--- src/rtl/scratch_pkg.sv ---
package scratch_pkg;
  localparam int MB_RD_FLIP   = 0;
  localparam int MB_WR_ROT    = 1;
  localparam int MB_LO_ZERO   = 2;
  localparam int MB_LO_ONES   = 3;
  localparam int MB_HI_ZERO   = 4;
  localparam int MB_HI_ONES   = 5;
  localparam int MB_WB_ZERO   = 6;
  localparam int MB_WB_ONES   = 7;
  localparam int MB_WB_INDEX  = 8;
  localparam int MB_WB_LAST   = 9;
  localparam int MB_CLR_ZERO  = 10;
  localparam int MB_HOLD_LAST = 11;
  localparam int MODE_W       = 12;
  localparam int NIB_CNT      = 2;

  typedef struct packed {
    logic doRead;
    logic doWrite;
    logic doWb;
    logic loadLast;
    logic clrReq;
  } ctlStrobes_t;
endpackage

--- src/rtl/scratch_ctl.sv ---
module scratch_ctl
  import scratch_pkg::*;
#(
  parameter int DATA_W = 8
) (
  input  logic              clk,
  input  logic              rstN,
  input  logic              rdStb,
  input  logic              wrStb,
  input  logic [DATA_W-1:0] wrData,
  input  logic [MODE_W-1:0] modeWord,
  output ctlStrobes_t       strb,
  output logic              busy
);
  typedef enum logic {ST_IDLE, ST_WBACK} ctlState_t;
  ctlState_t state;
  logic wbNeeded;
  logic [5:0] unusedMode;

  assign unusedMode = modeWord[5:0];
  assign wbNeeded   = |modeWord[MB_WB_LAST:MB_WB_ZERO];
  assign busy       = (state == ST_WBACK);

  always_comb begin
    strb          = '0;
    strb.doRead   = rdStb && !busy;
    strb.doWrite  = wrStb && !rdStb && !busy;
    strb.doWb     = busy;
    strb.loadLast = strb.doRead && !modeWord[MB_HOLD_LAST];
    strb.clrReq   = strb.doWrite && modeWord[MB_CLR_ZERO] && (wrData == '0);
  end

  always_ff @(posedge clk) begin
    if (!rstN) state <= ST_IDLE;
    else if (strb.doRead && wbNeeded) state <= ST_WBACK;
    else state <= ST_IDLE;
  end

  // the write-back phase lasts a single cycle
  p_wb_one_cycle_r10: assert property (@(posedge clk) disable iff (!rstN)
    busy |=> !busy);
  // a read asking for write-back enters the busy cycle
  p_wb_entry_r10: assert property (@(posedge clk) disable iff (!rstN)
    (rdStb && !busy && (|modeWord[MB_WB_LAST:MB_WB_ZERO])) |=> busy);
endmodule

--- src/rtl/scratch_dp.sv ---
module scratch_dp
  import scratch_pkg::*;
#(
  parameter int DEPTH  = 256,
  parameter int DATA_W = 8
) (
  input  logic                     clk,
  input  logic                     rstN,
  input  ctlStrobes_t              strb,
  input  logic [$clog2(DEPTH)-1:0] cellIdx,
  input  logic [DATA_W-1:0]        wrData,
  input  logic [MB_WB_LAST:0]      modeBits,
  output logic [DATA_W-1:0]        rdData,
  output logic                     rdValid,
  output logic                     clrLatchReq
);
  localparam int IDX_W = $clog2(DEPTH);
  localparam int NIB_W = DATA_W / NIB_CNT;

  logic [DATA_W-1:0] mem [DEPTH];
  logic [IDX_W-1:0]  rdIdx, wrIdx, capIdx;
  logic [DATA_W-1:0] forced, wbCand, wbVal, lastRead;

  // read index: optional inversion of the top index bit
  assign rdIdx = cellIdx ^ {modeBits[MB_RD_FLIP], {(IDX_W-1){1'b0}}};
  // write index: optional rotate left by two
  assign wrIdx = modeBits[MB_WR_ROT] ? {cellIdx[IDX_W-3:0], cellIdx[IDX_W-1:IDX_W-2]}
                                     : cellIdx;

  // nibble forcing; force-to-ones applied first, force-to-zero wins (AND rule)
  for (genvar n = 0; n < NIB_CNT; n++) begin : g_nib
    logic [NIB_W-1:0] nibVal;
    always_comb begin
      nibVal = wrData[n*NIB_W +: NIB_W];
      if (modeBits[MB_LO_ONES + 2*n]) nibVal = '1;
      if (modeBits[MB_LO_ZERO + 2*n]) nibVal = '0;
    end
    assign forced[n*NIB_W +: NIB_W] = nibVal;
  end

  // write-back candidate: AND of every selected source
  always_comb begin
    wbCand = '1;
    if (modeBits[MB_WB_ZERO])  wbCand = '0;
    if (modeBits[MB_WB_INDEX]) wbCand = wbCand & DATA_W'(rdIdx);
    if (modeBits[MB_WB_LAST])  wbCand = wbCand & lastRead;
  end

  always_ff @(posedge clk) begin
    if (strb.doWrite)   mem[wrIdx]  <= forced;
    else if (strb.doWb) mem[capIdx] <= wbVal;
  end

  always_ff @(posedge clk) begin
    if (!rstN) begin
      rdData      <= '0;
      rdValid     <= 1'b0;
      clrLatchReq <= 1'b0;
      lastRead    <= '0;
      capIdx      <= '0;
      wbVal       <= '0;
    end else begin
      rdValid     <= strb.doRead;
      clrLatchReq <= strb.clrReq;
      if (strb.doRead) begin
        rdData <= mem[rdIdx];
        capIdx <= rdIdx;
        wbVal  <= wbCand;
      end
      if (strb.loadLast) lastRead <= mem[rdIdx];
    end
  end

  // a read that must not update the last-read register leaves it as it was
  p_last_hold_r8: assert property (@(posedge clk) disable iff (!rstN)
    (strb.doRead && !strb.loadLast) |=> $stable(lastRead));
  // the write-back store never coincides with a CPU write
  p_wb_no_write_r6: assert property (@(posedge clk) disable iff (!rstN)
    strb.doWb |-> !strb.doWrite);
endmodule

--- src/rtl/scratch_xform.sv ---
module scratch_xform
  import scratch_pkg::*;
#(
  parameter int ADDR_W = 11,
  parameter int DEPTH  = 256,
  parameter int DATA_W = 8
) (
  input  logic              clk,
  input  logic              rstN,
  input  logic [ADDR_W-1:0] cpuAddr,
  input  logic              rdStb,
  input  logic              wrStb,
  input  logic [DATA_W-1:0] wrData,
  input  logic [MODE_W-1:0] modeWord,
  output logic [DATA_W-1:0] rdData,
  output logic              rdValid,
  output logic              busy,
  output logic              clrLatchReq
);
  localparam int IDX_W = $clog2(DEPTH);

  ctlStrobes_t strb;
  logic unusedHigh;

  assign unusedHigh = ^cpuAddr[ADDR_W-1:IDX_W];

  scratch_ctl #(.DATA_W(DATA_W)) i_ctl (
    .clk(clk), .rstN(rstN), .rdStb(rdStb), .wrStb(wrStb),
    .wrData(wrData), .modeWord(modeWord), .strb(strb), .busy(busy)
  );

  scratch_dp #(.DEPTH(DEPTH), .DATA_W(DATA_W)) i_dp (
    .clk(clk), .rstN(rstN), .strb(strb), .cellIdx(cpuAddr[IDX_W-1:0]),
    .wrData(wrData), .modeBits(modeWord[MB_WB_LAST:0]), .rdData(rdData),
    .rdValid(rdValid), .clrLatchReq(clrLatchReq)
  );

  // valid data only follows an accepted read
  p_valid_after_read_r2: assert property (@(posedge clk) disable iff (!rstN)
    rdValid |-> $past(rdStb && !busy));
  // the clear request only follows a zero write with the clear bit set
  p_clr_source_r9: assert property (@(posedge clk) disable iff (!rstN)
    clrLatchReq |-> $past(wrStb && !busy && wrData == '0 && modeWord[MB_CLR_ZERO]));
  // reads never raise the clear request
  p_clr_not_read_r9: assert property (@(posedge clk) disable iff (!rstN)
    (rdStb && !wrStb) |=> !clrLatchReq);
endmodule

--- config.mk ---
export PLATFORM = sky130hd
export DESIGN_NAME = scratch_xform
export DESIGN_NICKNAME = d
export VERILOG_FILES = /design/src/rtl/scratch_pkg.sv /design/src/rtl/scratch_ctl.sv /design/src/rtl/scratch_dp.sv /design/src/rtl/scratch_xform.sv
export SDC_FILE = /design/constraint.sdc
export NUM_CORES = 2
export LEC_CHECK = 0
export ABC_CLOCK_PERIOD_IN_PS = 13000
export BUFFER_PORTS_ARGS = -buffer_cell sky130_fd_sc_hd__buf_4
export CORE_MARGIN = 2
export CORE_UTILIZATION = 24
export CTS_BUF_LIST = sky130_fd_sc_hd__clkbuf_16
export CTS_CLUSTER_SIZE = 25
export DETAILED_ROUTE_END_ITERATION = 12
export HOLD_SLACK_MARGIN = 0.15
export SETUP_SLACK_MARGIN = 0.02
export SYNTH_ARGS = -nofsm -noshare
export SYNTH_HDL_FRONTEND = slang
export SYNTH_SLANG_ARGS = --single-unit
--- constraint.sdc ---
create_clock -name clk -period 13 [get_ports clk]
set_input_delay 0 -clock clk [delete_from_list [all_inputs] [get_ports clk]]
set_output_delay 0 -clock clk [all_outputs]
set_load 0.005 [all_outputs]
==> results.toml <==
[detailed_routing]
drt-met1-wl_um = 91100
top_layer = "met4"
routedWlPerCell_um = 25.1
drc = 0
vias = 42177
via_per_inst = 4.70
drt-initial-drc-count = 5315
wl_met2_um = 107000
ant_nets = 0
first_pass_iters = 6
routed_wl_um = 226000
wl_met3_um = 18300

[finish]
regArea_mm2 = 0.0622
multi_input_area_mm2 = 0.0184
area_growth_syn_to_layout_pct = 15.1
drive_above_1_share_pct = 20.1
final_common_cell = "edfxtp_1"
final_cell_mix = "edfxtp_1 (2,048), mux4_2 (392), nor2_1 (327), mux2i_1 (225), clkbuf_16 (204)"
nNetsFinal = 4294
fillCellCount = 33282

[sta]
final-hold-violation-count = 0
maxSlewHeadroom_pct = 14.2
fmax_ghz = 0.180
slew_violations = 0
worst_slack_ns = 7.45
period_share_pct = 42.7
min_period_ns = 5.55
holdWs_ns = 0.281
rsz0062_at_grt = "false"
clock_skew_ns = 0.0673
worst_pin_slew_ns = 1.28
setup_viol = 0

[flow_run]
drv_cap = 0

[power_and_ir_drop]
peakVddDrop_mv = 0.139
combPwrFrac_pct = 6.1
leakage_nw = 28.8
switching_share_pct = 22.5
power_w = 0.0142
power_frac_seq_pct = 52.7
internal-power_w = 0.0110
p_clk_share_pct = 41.2
p_sw_w = 0.00319
pwr_density_cell_mw_per_mm2 = 150

[cts]
clkTransAtPathRegs_ns = 0.06
cts_buffers = 204
cts_tree = "yes"
cts_sinks = 2083
cts_resized = 0
h-tree-depth = 4
clkLatencyLatePin_ns = 0.86
cts_hold_buf = 52
cts_root_buf = "clkbuf_16"
cts_buffer_depth = 3
cts_setup_buffers = 0

[logic_synthesis]
ys_ff_latch = 2083
synth_fp_nets = 4152
syn_area_per_cell_um2 = 20.0
synth-edff-count = 2048
async_reset_ff_share_pct = 0
ys_seq_area_share_pct = 75.7
synth_cell_type_count = 80
synth-main-ff-cell = "edfxtp_1"
syn-cell-area_mm2 = 0.0821
ys_warn_count = 0
synthCells = 4117

[die]
die_h_um = 589
die_area_mm2 = 0.347
coreArea_mm2 = 0.340
rows = 214
pin_count = 46
start_util_pct = 24.1
die_w_um = 589

[outcome]
status = "finished, final reports clean"

[critical_path]
path_class = "in2reg"
arrival_ns = 6.27
reg2reg_depth = 6
timing.critical_path.cells = "dlygate4sd3_1 -> buf_8 -> buf_4 -> buf_4 -> buf_4 -> mux4_2 -> a22oi_1 -> a21oi_1 -> a2111oi_1 -> a2111oi_2 -> nor3_1 -> o32ai_1 -> dlygate4sd3_1"
crit_top_cell = "buf_4"
slowest_delay_ns = 0.74
worst_path_max_delay_cell = "a2111oi_1"
cp-startpoint = "cpuAddr[1]"
cp-end-kind = "flop"
r2r-start = "i_ctl.busy"
start_kind = "input pin"
cp.required_ns = 13.73
worstPathMaxFanout = 47

[grt]
grt_pass1_vias = 42268
grt.overflow.total = 0
grt_pass1_wl_um = 318000
antenna_found_initial = 11
grt_use_total_pct = 12.7
grt_max_degree = 225

[placed_design]
place_congestion = 0.862
portBuffers = 42
dpl.hpwl_um = 140000
preCtsSetupSlack_ns = 7.71

[worst_hold_path]
hold_class = "in2reg"
min_from = "wrStb"
hold_depth = 5
## state kept, by name, summed over array words and instances, names as in the netlist
signal            flops
i_dp.wbVal            8
i_dp.rdData           8
i_ctl.busy            1
i_dp.lastRead         8
i_dp.mem           2048
i_dp.capIdx           8
i_dp.clrLatchReq      1
i_dp.rdValid          1
## per-layer routing
metal | vias to the layer above | track usage (%)
li1 | 17275 | -
met1 | 22584 | 16.8
met2 | 1926 | 20.3
met3 | 392 | 2.46
met4 | 0 | 5.29
met5 | - | 0
## final timing paths
check                endpoint  slack (ns)
min          i_dp.clrLatchReq        0.28
max reg2reg  i_dp.mem[122][4]        8.37
min reg2reg    i_dp.rdData[2]        0.47
max          i_dp.lastRead[6]        7.45
## worst max-delay path: cells and delay by family
| family | cells | cell delay [ns] |
|---|---|---|
| buffers and inverters | 6 | 3.46 |
| AOI/OAI and AO/OA | 5 | 1.70 |
| muxes | 1 | 0.61 |
| and+or+nand+nor | 1 | 0.36 |
## Yosys cell counts (9+ instances only)
cell	instances	area, um^2
buf_12	10	200
a31oi_1	18	113
dfxtp_1	35	701
nor4_1	10	62.6
a221oi_1	15	131
a21oi_1	47	235
a21boi_0	9	67.6
nand2b_1	13	81.3
and2_1	14	87.6
o21ai_0	34	170
buf_6	30	338
mux4_1	28	736
buf_4	47	353
mux2_2	23	259
nor2b_1	36	225
edfxtp_1	2048	61500
nor2_1	330	1240
nand3_2	11	110
a211oi_1	22	165
o221ai_1	9	78.8
o31ai_1	15	113
nand2_1	166	623
nor3_1	12	60.1
clkbuf_1	62	233
o22ai_1	38	238
nand3_1	44	220
o32ai_1	10	87.6
buf_2	84	420
a22oi_1	96	721
mux4_2	392	8830
o211ai_1	29	218
mux2i_1	225	2250
## power by group through the flow
stage / Clock [W] / Sequential [W] / Combinational (W)
5_1_grt: 0.00616 / 0.00747 / 0.000896
6_report: 0.00584 / 0.00747 / 0.000860
4_1_cts: 0.00590 / 0.00747 / 0.000858
2_1_floorplan: 0 / 0.00769 / 0.000491
3_5_place_dp: 0 / 0.00761 / 0.000844
3_3_place_gp: 0 / 0.00761 / 0.000828
## cell families after synthesis
group                  synth area share [%]
multiplexers                           14.8
AO/OA/AOI/OAI                          3.79
buffers and inverters                  2.02
AND/OR/NAND/NOR                        3.67
flip-flops                             75.7
XOR/XNOR                             0.0213
## area by class of cell
class	count	area share, %
Sequential cell	2083	65.8
Multi-Input combinational cell	1779	19.5
Tap cell	4536	6.00
Clock buffer	204	5.40
Timing Repair Buffer	182	1.67
Clock inverter	176	1.59
Inverter	9	0.0357
Antenna cell	7	0.0185
## metrics by stage
step                std cells  TNS [ns]  util [%]  area [um^2]
finish                   8976         0      27.8        94600
global route             8970         0      27.8        94500
CTS                      8969         0      27.8        94500
detailed placement       8537         0      25.7        87400
global placement         8537         0      25.7        87400
floorplan                4117   -516.12         -        82100
No activity file was read; power rests on OpenSTA's default activity.
